[src/rtl/par2ser_pkg.sv]
package par2ser_pkg;

    localparam int unsigned RATIO_DEF = 8;

    // Width of a counter that walks through r states.
    function automatic int unsigned cnt_bits(input int unsigned r);
        return (r <= 2) ? 1 : $clog2(r);
    endfunction

endpackage

[src/rtl/par2ser_arm.sv]
// Release stage: sampled on the falling bit-clock edge, so the first capture
// can only happen on the rising edge that follows it.
module par2ser_arm (
    input  logic bit_clk,
    input  logic sync_in,
    output logic armed_o
);
    logic armed_d;
    logic armed_q;

    always_comb begin
        armed_d = 1'b1;
    end

    always_ff @(negedge bit_clk or posedge sync_in) begin
        if (sync_in) begin
            armed_q <= 1'b0;
        end else begin
            armed_q <= armed_d;
        end
    end

    assign armed_o = armed_q;

endmodule

[src/rtl/par2ser_phase.sv]
// Word-phase counter and divided word clock.
module par2ser_phase
    import par2ser_pkg::*;
#(
    parameter int unsigned RATIO = RATIO_DEF
) (
    input  logic bit_clk,
    input  logic sync_in,
    input  logic armed_i,
    output logic cap_o,
    output logic word_clk_o
);
    localparam int unsigned CW = cnt_bits(RATIO);
    localparam logic [CW-1:0] LAST = CW'(RATIO - 1);
    localparam logic [CW-1:0] HALF = CW'(RATIO / 2);

    typedef struct packed {
        logic [CW-1:0] cnt;
        logic          wclk;
    } phase_t;

    phase_t ph_d;
    phase_t ph_q;

    always_comb begin
        ph_d = ph_q;
        if (armed_i) begin
            ph_d.cnt  = (ph_q.cnt == LAST) ? '0 : ph_q.cnt + 1'b1;
            ph_d.wclk = (ph_q.cnt < HALF);
        end
    end

    always_ff @(posedge bit_clk or posedge sync_in) begin
        if (sync_in) begin
            ph_q <= '0;
        end else begin
            ph_q <= ph_d;
        end
    end

    assign cap_o      = armed_i && (ph_q.cnt == '0);
    assign word_clk_o = ph_q.wclk;

endmodule

[src/rtl/par2ser_shift.sv]
// Holding shift register and registered true/inverse serial outputs.
module par2ser_shift
    import par2ser_pkg::*;
#(
    parameter int unsigned RATIO = RATIO_DEF
) (
    input  logic             bit_clk,
    input  logic             sync_in,
    input  logic             armed_i,
    input  logic             cap_i,
    input  logic [RATIO-1:0] data_i,
    output logic             ser_o,
    output logic             ser_n_o
);
    typedef struct packed {
        logic [RATIO-1:0] shreg;
        logic             ser;
        logic             ser_n;
    } shift_t;

    localparam shift_t SHIFT_RST = '{shreg: '0, ser: 1'b0, ser_n: 1'b1};

    shift_t sh_d;
    shift_t sh_q;

    always_comb begin
        sh_d = sh_q;
        if (armed_i) begin
            sh_d.ser   = sh_q.shreg[0];
            sh_d.ser_n = ~sh_q.shreg[0];
            if (cap_i) begin
                sh_d.shreg = data_i;
            end else begin
                sh_d.shreg = {1'b0, sh_q.shreg[RATIO-1:1]};
            end
        end
    end

    always_ff @(posedge bit_clk or posedge sync_in) begin
        if (sync_in) begin
            sh_q <= SHIFT_RST;
        end else begin
            sh_q <= sh_d;
        end
    end

    assign ser_o   = sh_q.ser;
    assign ser_n_o = sh_q.ser_n;

endmodule

[src/rtl/par2ser_sync.sv]
module par2ser_sync
    import par2ser_pkg::*;
#(
    parameter int unsigned RATIO = RATIO_DEF
) (
    input  logic             bit_clk,
    input  logic             sync_in,
    input  logic [RATIO-1:0] par_data,
    output logic             ser_out,
    output logic             ser_out_n,
    output logic             word_clk
);
    logic armed;
    logic cap;

    par2ser_arm arm_i (
        .bit_clk (bit_clk),
        .sync_in (sync_in),
        .armed_o (armed)
    );

    par2ser_phase #(.RATIO(RATIO)) phase_i (
        .bit_clk    (bit_clk),
        .sync_in    (sync_in),
        .armed_i    (armed),
        .cap_o      (cap),
        .word_clk_o (word_clk)
    );

    par2ser_shift #(.RATIO(RATIO)) shift_i (
        .bit_clk (bit_clk),
        .sync_in (sync_in),
        .armed_i (armed),
        .cap_i   (cap),
        .data_i  (par_data),
        .ser_o   (ser_out),
        .ser_n_o (ser_out_n)
    );

endmodule

[config.mk]
export PLATFORM = sky130hd
export DESIGN_NAME = par2ser_sync
export DESIGN_NICKNAME = d
export VERILOG_FILES = /design/src/rtl/par2ser_pkg.sv /design/src/rtl/par2ser_arm.sv /design/src/rtl/par2ser_phase.sv /design/src/rtl/par2ser_shift.sv /design/src/rtl/par2ser_sync.sv
export SDC_FILE = /design/constraint.sdc
export NUM_CORES = 1
export LEC_CHECK = 0
export ABC_AREA = 1
export BUFFER_PORTS_ARGS = -buffer_cell sky130_fd_sc_hd__clkbuf_2
export CORE_MARGIN = 2
export CORE_UTILIZATION = 40
export DETAILED_ROUTE_END_ITERATION = 16
export PLACE_DENSITY_LB_ADDON = 0.15
export SLEW_MARGIN = 10
export SYNTH_ARGS = -nofsm -noshare
export SYNTH_HDL_FRONTEND = slang
export SYNTH_SLANG_ARGS = --single-unit
[constraint.sdc]
create_clock -name bit_clk -period 2.56 [get_ports bit_clk]
set_clock_uncertainty 0.15 [all_clocks]
set_input_delay 0 -clock bit_clk [delete_from_list [all_inputs] [get_ports bit_clk]]
set_output_delay 0 -clock bit_clk [all_outputs]
set_load 0.1 [all_outputs]
# --- After elaboration in Yosys (flattened, before gate mapping) ---
# Index checks and enable logic that the tools add are counted.
totals:
  wordCells: 14
  reg_bits: 15
  out_inout_bits: 3
  input_bits: 10
classes:
  add_sub_neg: 1
  muxes: 2
  n_bitwise: 1
  n_reduce_logical: 2
  order_cmp: 1
  n_eq_ne: 1
ops:
  columns: ["op", "count"]
  rows:
  - ["8-bit two-way mux", 1]
  - ["3-bit by 1-bit adder with 3-bit output, second input constant", 1]
  - ["3-bit == test, second input constant", 1]
  - ["3-bit logical NOT", 1]
  - ["3-bit less-than comparator, second input constant", 1]
  - ["3-bit two-way mux", 1]
  - ["1-bit logical AND", 1]
  - ["1-bit inverter", 1]

# --- Depth between registers and ports, before layout ---
# Gate-level depths: netlist of run 1.
depth:
  depth_word: 3
  mapped_depth: 7
  depth_no_buf: 6

# --- By module ---
# From an unflattened synthesis of run 1, not the netlist that was laid out.
hier_totals:
  hier_cells: 98
  area_unflattened_um2: 749.5
by_module_without_submodules:
  columns: ["module", "cells_per_inst", "n_inst", "seq_area_each_um2", "area_per_inst_um2"]
  rows:
  - ["par2ser_shift", 70, 1, 251.5, 509.2]
  - ["par2ser_phase", 25, 1, 100.1, 207.7]
  - ["par2ser_arm", 3, 1, 25.0, 32.5]

==> impl_metrics.toml, run 1 <==
[yosys]
syn_inst = 94
postSynthRegisterBits = 15
synth_seq_area_share_pct = 48.0
syn-cell-area_sq_um = 785
syn-num-nets = 107
synth-warning-count = 0
post_synth.cell_area_avg_sq_um = 8.35
yosys.cell_types.count = 16

[layout]
fillCellCount = 195
layout.cell_area.non_filler_sq_um = 1000
area_growth_syn_to_layout_pct = 27.4
regArea_sq_um = 377
n_antenna_cell = 0
mostFrequentLayoutCells = "sky130_fd_sc_hd__nand2_1 (27), sky130_fd_sc_hd__inv_1 (18), sky130_fd_sc_hd__dfrtp_1 (13), sky130_fd_sc_hd__clkbuf_2 (12), sky130_fd_sc_hd__dlygate4sd3_1 (9)"
mostFrequentLayoutCell = "sky130_fd_sc_hd__nand2_1"
multi_input_area_sq_um = 287
final_net_count = 135
final_layout_size_suffix_gt1_share_pct = 23.1

[floorplanning]
die_y_um = 48.3
fp-row-count = 16
design.core.area_sq_um = 1900
chipWidth_um = 48.3
floorplan.initialDensity_pct = 41.2
num_io_pins = 13
floorplan.die_area_sq_um = 2330

[cts]
cts-root-buf = "sky130_fd_sc_hd__clkbuf_4"
clock_sinks = 15
path_clk_slew_ns = 0.10
cts_buffers = 3
cts_resized = 0
cts_buffer_depth = 2
ctsHtreeMaxLevel = 1
clk_latency_ns = 0.29
clock_tree_from_tritoncts = "done"

[worst_setup_path]
worstSetupStartpoint = "arm_i.armed_o$_DFF_NP0_"
reg2regPathDepth = 4
setup.worst_path.end = "shift_i.sh_q[5]$_DFFE_PP0P_"
end_kind = "flop"
regToRegSetupSlack_ns = 0.09
cp_max_fo = 6
worst_r2r_src = "arm_i.armed_o$_DFF_NP0_"
crit-reg2reg-capture = "shift_i.sh_q[5]$_DFFE_PP0P_"
timing.critical_path.from_type = "flop"
worst_ep_arrival_time_ns = 2.50
worstPathRequired_ns = 2.59
criticalPathCategory = "flop to flop"

[routing]
num_vias = 639
postRouteAntennaNets = 0
first_pass_iters = 4
route.detailed.wl_per_inst_um = 9.78
drtIter0Drc = 16
vias_per_cell = 4.32
drcViolationCount = 0
finalWirelength_um = 1450

[sta]
total_negative_slack_ns = 0
unrepaired_setup_endpoints_after_global_routing = "false"
setup_viol = 0
timing.max_slew.rel_slack_pct = 64.3
worstMarginPinSlew_ns = 0.537
timing.final.hold_violations = 0
report.final.slew_viol_count = 0

[global_route]
largest_net_degree_at_the_start_of_global_routing = 20
number_of_global_route_vias_before_repair = 563
initial_antenna_violation_count = 0
grt_first_pass_wirelength_um = 2300
grt_remaining_overflow = 0
globalRouteTotalUtil_pct = 14.9

[power]
vdd_drop_max_uv = 525
power_dens_cells_nw_per_um2 = 931
cellLeakagePower_nw = 0.543

[flow_run]
drv_cap = 0

[min_path]
type_of_the_tightest_min_delay_check = "primary input to async pin"

[placed_design]
placed_area_sq_um = 860
finalWeightedCongestion = 0.737
port-buffer-count = 12
place.detailed.hpwl_um = 965

[run_status]
run_status = "finished clean"
[timing repair]
item / 4_1_cts / 5_1_grt
hold buffers: 9 / 0
hold endpoints to repair: 22 / 0
buffers inserted: 0 / 3
setup endpoints to repair: 0 / 4
[layer usage]
layer	share of wire (%)	global-route usage, %
met3	3.7	3.33
met1	48	18.7
met5	0	0
met2	47	22.9
met4	2.0	9.73
[flip-flops by register name, summed over array words and instances, names as in the netlist]
register / count
arm_i.armed_o: 1
shift_i.sh_q: 8
shift_i.ser_n_o: 1
shift_i.ser_o: 1
phase_i.word_clk_o: 1
phase_i.ph_q: 3
[through the flow]
stage                     instances  setup slack [ns]  power [W]  hold slack (ns)  util [%]
after floorplan                  94             0.207   0.000721           -0.249         -
after global placement          132             0.112   0.000783           -0.158      45.2
after detailed placement        132            0.0674   0.000792           -0.157      45.2
after CTS                       145            0.0500   0.000942           0.0750      51.4
after global routing            148           0.00388    0.00102            0.109      52.6
final                           148            0.0869   0.000931           0.0755      52.6
[worst min path at each step]
stage / cells after the start / startpoint / slack [ns] / to
final: 4 / sync_in / 0.08 / phase_i.ph_q[2]$_DFFE_PP0P_
after CTS: 4 / sync_in / 0.08 / phase_i.ph_q[3]$_DFFE_PP0P_
after detailed placement: 3 / sync_in / -0.16 / phase_i.ph_q[3]$_DFFE_PP0P_
after global placement: 3 / sync_in / -0.16 / phase_i.word_clk_o$_DFFE_PP0P_
after floorplan: 1 / sync_in / -0.25 / phase_i.ph_q[1]$_DFFE_PP0P_
after global routing: 4 / sync_in / 0.11 / phase_i.ph_q[2]$_DFFE_PP0P_
[cell type report]
type,count,share of cell area (%)
clock buffer,3,2.25
timing repair buffer,27,19.5
tap,27,3.38
multi-input combinational,55,28.7
clock inverter,1,0.501
inverter,20,8.01
sequential,15,37.7
[kinds of logic after synthesis]
group	after synthesis	share of synthesized area (%)
AO/OA/AOI/OAI	13	9.25
adder cells (fa/ha/maj)	3	4.79
AND/OR/NAND/NOR	38	22.0
buffers and inverters	24	15.5
flip-flops	15	48.0
other	1	0.478
[worst max-delay path: stages, from the launching register on]
cell	delay [ns]
sky130_fd_sc_hd__dfrtn_1	0.54
sky130_fd_sc_hd__buf_4	0.17
sky130_fd_sc_hd__nand4_1	0.09
sky130_fd_sc_hd__nand2_1	0.08
sky130_fd_sc_hd__nand2_1	0.05
[synth_stat cells, drive strengths merged]
library cell	instances	area (sq um)
nand2	28	113
inv	20	80.1
dfrtp	13	325
nand4	8	50.1
a21oi	7	35.0
o21ai	6	37.5
buf	4	41.3
ha	3	37.5
nand3	2	10.0
conb	1	3.75
dfrtn	1	25.0
dfstp	1	26.3
[where the power goes]
group	switching (W)	internal, W
clock network	0.0000787	0.0000581
registers	0.0000577	0.000332
logic	0.000282	0.000121
Note: power is estimated with default switching activity, not from simulation.
==> inputs of run 2 (changes only) <==
CORE_UTILIZATION = 37   (was 40)
==> run 2 against run 1 <==
Sequential share of layout area up 0.92 points. Critical path depth unchanged. Power down 0.15%. Register-to-register slack better by 0.04 ns. Setup slack better by 0.044 ns. Die area up 7.4%. Combinational power about the same. Core utilization down 3.3 points. Worst hold slack better by 0.0070 ns. Sequential power about the same. Critical path type unchanged.
==> impl_metrics.toml, run 2 (synthesis results as in run 1) <==
[power]
power_dens_cells_nw_per_um2 = 952
cellLeakagePower_nw = 0.526
vdd_drop_max_uv = 500

[global_route]
number_of_global_route_vias_before_repair = 602
initial_antenna_violation_count = 0
grt_first_pass_wirelength_um = 2440
grt_remaining_overflow = 0
globalRouteTotalUtil_pct = 12.7
largest_net_degree_at_the_start_of_global_routing = 20

[layout]
mostFrequentLayoutCells = "sky130_fd_sc_hd__nand2_1 (27), sky130_fd_sc_hd__inv_1 (18), sky130_fd_sc_hd__dfrtp_1 (13), sky130_fd_sc_hd__clkbuf_2 (12), sky130_fd_sc_hd__dlygate4sd3_1 (9)"
final_layout_size_suffix_gt1_share_pct = 20.3
max_flop_register = "shift_i.sh_q"
fillCellCount = 204
final_cell_count_no_fill = 145
mostFrequentLayoutCell = "sky130_fd_sc_hd__nand2_1"
finalCoreUtilization_pct = 49.2
biggestRegsByFlops = "shift_i.sh_q: 8 flops, phase_i.ph_q: 3 flops"
n_antenna_cell = 0
final_net_count = 132
area_growth_syn_to_layout_pct = 24.4
largest_register_ff_count = 8

[routing]
postRouteAntennaNets = 0
first_pass_iters = 4
finalWirelength_um = 1420
vias_per_cell = 4.50
route.detailed.wl_per_inst_um = 9.79
num_vias = 652
drtIter0Drc = 9
drcViolationCount = 0

[cts]
hold_buffers = 9
ctsHtreeMaxLevel = 1
cts_resized = 0
cts_post_setup_buffers_inserted = 0
clock_sinks = 15
cts_buffers = 3
path_clk_slew_ns = 0.09
clk_latency_ns = 0.28
cts-root-buf = "sky130_fd_sc_hd__clkbuf_4"
cts_buffer_depth = 2
clock_tree_from_tritoncts = "done"

[floorplanning]
num_io_pins = 13
floorplan.die_area_sq_um = 2500
die_y_um = 50.0
chipWidth_um = 50.0
design.core.area_sq_um = 1980
fp-row-count = 16
floorplan.initialDensity_pct = 39.6

[worst_setup_path]
worstPathRequired_ns = 2.59
criticalPathCategory = "flop to flop"
worst_ep_arrival_time_ns = 2.46
timing.critical_path.from_type = "flop"
cp_max_fo = 9
end_kind = "flop"

[min_path]
type_of_the_tightest_min_delay_check = "primary input to async pin"

[sta]
report.final.slew_viol_count = 0
timing.final.hold_violations = 0
worstMarginPinSlew_ns = 0.541
unrepaired_setup_endpoints_after_global_routing = "false"
whs_ns = 0.0825
total_negative_slack_ns = 0
timing.max_slew.rel_slack_pct = 64.1
setup_viol = 0
setup_slack_ns = 0.130

[placed_design]
worst_setup_timing_slack_at_the_placement_stage_ns = 0.132
port-buffer-count = 12
cell_count_post_placement = 132
finalWeightedCongestion = 0.725
place.detailed.hpwl_um = 989

[flow_run]
drv_cap = 0

[run_status]
run_status = "finished clean"
-- run 2: changes by cell type in the layout (fill, tap and decap cells not counted) --
cell,previous run,this run
sky130_fd_sc_hd__buf_4,6,3
sky130_fd_sc_hd__clkbuf_1,0,1
sky130_fd_sc_hd__clkinv_2,1,0
-- run 2: layer usage --
metal	part of all wire, %	global-route usage (%)
met5	0	0
met1	48	15.2
met4	1.2	4.17
met2	47	21.7
met3	4.0	3.64
-- run 2: worst paths after layout --
path,startpoint,end,slack [ns],cells after the start
min in group bit_clk,shift_i.sh_q[2]$_DFFE_PP0P_,shift_i.ser_n_o$_DFFE_PP1P_,0.31,1
worst max register to register,arm_i.armed_o$_DFF_NP0_,shift_i.sh_q[8]$_DFFE_PP0P_,0.13,4
max in group asynchronous,sync_in,arm_i.armed_o$_DFF_NP0_,0.80,4
worst min-delay path,sync_in,phase_i.ph_q[2]$_DFFE_PP0P_,0.08,4
worst min register to register,shift_i.sh_q[2]$_DFFE_PP0P_,shift_i.ser_n_o$_DFFE_PP1P_,0.31,1
worst max-delay path,arm_i.armed_o$_DFF_NP0_,shift_i.sh_q[8]$_DFFE_PP0P_,0.13,4
-- run 2: metrics by stage --
stage	cell area, sq um	total power [W]
6_report	976	0.000929
5_1_grt	976	0.00101
4_1_cts	976	0.000943
3_5_place_dp	860	0.000791
3_3_place_gp	860	0.000780
2_1_floorplan	785	0.000721
-- run 2: layout make-up --
class | instances | area, sq um | share of cell area [%]
clock buffer | 4 | 26.3 | 2.69
tap | 27 | 33.8 | 3.46
sequential | 15 | 377 | 38.6
timing repair buffer | 24 | 173 | 17.7
inverter | 20 | 80.1 | 8.21
multi-input combinational | 55 | 287 | 29.4
-- run 2: worst max-delay path: stages, from the launching register on --
cell	delay, ns
sky130_fd_sc_hd__dfrtn_1	0.49
sky130_fd_sc_hd__buf_4	0.18
sky130_fd_sc_hd__nand4_1	0.09
sky130_fd_sc_hd__nand2_1	0.08
sky130_fd_sc_hd__nand2_1	0.05
-- run 2: report_power, final --
| part | total, W | leakage, nW | switching (W) | internal, W |
|---|---|---|---|---|
| clock network | 0.000139 | 0.0150 | 0.0000787 | 0.0000605 |
| logic | 0.000401 | 0.329 | 0.000281 | 0.000119 |
| registers | 0.000389 | 0.182 | 0.0000573 | 0.000332 |
==> inputs of run 3 (changes only) <==
clock period = 2.1 ns   (was 2.56 ns; I/O delays follow)
==> run 3 against run 2 <==
The run now ends with setup timing left. First-iteration DRC count rose by 44%. Critical path depth is the same. Clock power increased by 22%. Register-to-register slack worse by 0.19 ns. Clock-buffer cell count is the same. Global-route usage grew 0.14 points. Power is 23% higher. Routed wire length unchanged. Worst hold slack improved by 0.060 ns. Critical path type unchanged. Critical endpoint unchanged.
==> impl_metrics.toml, run 3 (synthesis results as in run 1) <==
[power]
cellLeakagePower_nw = 0.528
power_dens_cells_nw_per_um2 = 1160
cellInternalPower_w = 0.000628
power.share.clock_pct = 14.8
pwr-share-seq_pct = 41.8
vdd_drop_max_uv = 568
p_sw_share_pct = 44.9
power.combinational.fraction_pct = 43.3
switching_power_w = 0.000512

[sta]
total_negative_slack_ns = -0.374
timing.final.hold_violations = 0
timing.max_slew.rel_slack_pct = 64.2
report.final.slew_viol_count = 0
unrepaired_setup_endpoints_after_global_routing = "true"
setup_viol = 7
worstMarginPinSlew_ns = 0.540
setup_slack_ns = -0.0616

[global_route]
largest_net_degree_at_the_start_of_global_routing = 20
grt_first_pass_wirelength_um = 2420
groute.layer.met1.usage_pct = 17.7
initial_antenna_violation_count = 0
number_of_global_route_vias_before_repair = 575
globalRouteMet2Util_pct = 18.6
grtUsageMet3_pct = 2.73
busiest_layer = "met2"
globalRouteTotalUtil_pct = 12.9
grt_remaining_overflow = 0

[layout]
final_layout_size_suffix_gt1_share_pct = 20.3
mostFrequentLayoutCell = "sky130_fd_sc_hd__nand2_1"
final_net_count = 132
max_flop_register = "shift_i.sh_q"
area_growth_syn_to_layout_pct = 25.4
final_cell_count_no_fill = 145
fillCellCount = 213
mostFrequentLayoutCells = "sky130_fd_sc_hd__nand2_1 (27), sky130_fd_sc_hd__inv_1 (18), sky130_fd_sc_hd__dfrtp_1 (13), sky130_fd_sc_hd__clkbuf_2 (12), sky130_fd_sc_hd__dlygate4sd3_1 (9)"
layout.cell_area.non_filler_sq_um = 983
multi_input_area_sq_um = 287
n_antenna_cell = 0
largest_register_ff_count = 8
regArea_sq_um = 377
biggestRegsByFlops = "shift_i.sh_q: 8 flops, phase_i.ph_q: 3 flops"

[worst_setup_path]
worstPathRequired_ns = 2.13
worst_ep_arrival_time_ns = 2.20
timing.critical_path.from_type = "flop"
critical-path-top-cell-by-count = "sky130_fd_sc_hd__nand2_1"
critPathMaxStageDelay_ns = 0.50
critical_path.cell_chain = "buf_6 -> nand4_1 -> nand2_1 -> nand2_1"
end_kind = "flop"
cp_max_fo = 9
criticalPathCategory = "flop to flop"
worst_path_max_delay_cell = "sky130_fd_sc_hd__dfrtn_1"

[floorplanning]
die_y_um = 50.0
chipWidth_um = 50.0
floorplan.die_area_sq_um = 2500
num_io_pins = 13
fp-row-count = 16
floorplan.initialDensity_pct = 39.6
design.core.area_sq_um = 1980

[flow_run]
drv_cap = 0

[placed_design]
placed_area_sq_um = 860
finalWeightedCongestion = 0.716
cell_count_post_placement = 132
port-buffer-count = 12
place.detailed.hpwl_um = 1010

[cts]
cts_buffer_depth = 2
path_clk_slew_ns = 0.09
cts_buffers = 3
clock_tree_from_tritoncts = "done"
ctsHtreeMaxLevel = 1
cts-root-buf = "sky130_fd_sc_hd__clkbuf_4"
clk_latency_ns = 0.28
clock_sinks = 15

[routing]
route.detailed.wl_per_inst_um = 9.79
first_pass_iters = 4
drcViolationCount = 0
vias_per_cell = 4.34
num_vias = 630
drtIter0Drc = 13
finalWirelength_um = 1420
postRouteAntennaNets = 0

[run_status]
violations = "setup timing"
run_status = "complete, but fails checks"

[min_path]
type_of_the_tightest_min_delay_check = "primary input to async pin"
run 3: cell counts in the layout (fill, tap and decap cells not counted):
Identical to the previous run, type by type.
run 3: power by group through the flow:
| stage | combinational [W] | clock (W) | sequential, W |
|---|---|---|---|
| 5_1_grt | 0.000548 | 0.000190 | 0.000491 |
| 6_report | 0.000494 | 0.000169 | 0.000477 |
| 2_1_floorplan | 0.000268 | 0 | 0.000612 |
| 4_1_cts | 0.000497 | 0.000176 | 0.000477 |
| 3_5_place_dp | 0.000483 | 0 | 0.000482 |
| 3_3_place_gp | 0.000475 | 0 | 0.000478 |
run 3: cell type report:
class	count	area share [%]
Inverter	20	8.14
Timing Repair Buffer	24	18.3
Multi-Input combinational cell	55	29.1
Tap cell	27	3.44
Sequential cell	15	38.3
Clock buffer	4	2.67
run 3: layer usage:
| metal | vias up | part of all wire [%] |
|---|---|---|
| li1 | 339 | - |
| met1 | 277 | 52 |
| met2 | 12 | 43 |
| met3 | 2 | 3.3 |
| met4 | 0 | 1.3 |
| met5 | - | 0 |
run 3: per-stage QoR:
stage / hold slack, ns / power, W / setup slack [ns] / util, %
finish: 0.142 / 0.00114 / -0.0616 / 49.6
global route: 0.181 / 0.00123 / -0.110 / 49.6
CTS: 0.145 / 0.00115 / -0.0681 / 49.2
detailed placement: -0.0909 / 0.000965 / -0.0612 / 43.4
global placement: -0.0931 / 0.000954 / -0.0590 / 43.4
floorplan: -0.249 / 0.000880 / -0.00877 / -
run 3: what timing repair did:
action                                  in CTS  in global routing
buffers inserted                             0                  0
hold buffers                                 9                  0
gates resized for setup                      0                  3
pin swaps                                    0                  8
endpoints found under the setup margin       7                 10
gates cloned                                 0                  0
hold endpoints to repair                    22                  0
run 3: worst paths after layout:
path                                                   from                     endpoint  slack, ns  cells after the start
worst min-delay path                                sync_in  shift_i.sh_q[9]$_DFFE_PP0P_       0.14                      4
min in group bit_clk            shift_i.sh_q[2]$_DFFE_PP0P_  shift_i.ser_n_o$_DFFE_PP1P_       0.32                      1
worst max register to register      arm_i.armed_o$_DFF_NP0_  shift_i.sh_q[8]$_DFFE_PP0P_      -0.06                      4
worst min register to register  shift_i.sh_q[2]$_DFFE_PP0P_  shift_i.ser_n_o$_DFFE_PP1P_       0.32                      1
worst max-delay path                arm_i.armed_o$_DFF_NP0_  shift_i.sh_q[8]$_DFFE_PP0P_      -0.06                      4
max in group asynchronous                           sync_in      arm_i.armed_o$_DFF_NP0_       0.78                      3
run 3: worst max-delay path, delay by kind of cell (launching register included):
family | cells | cell delay [ns]
flops | 1 | 0.50
buf+inv | 1 | 0.15
simple gates | 3 | 0.21
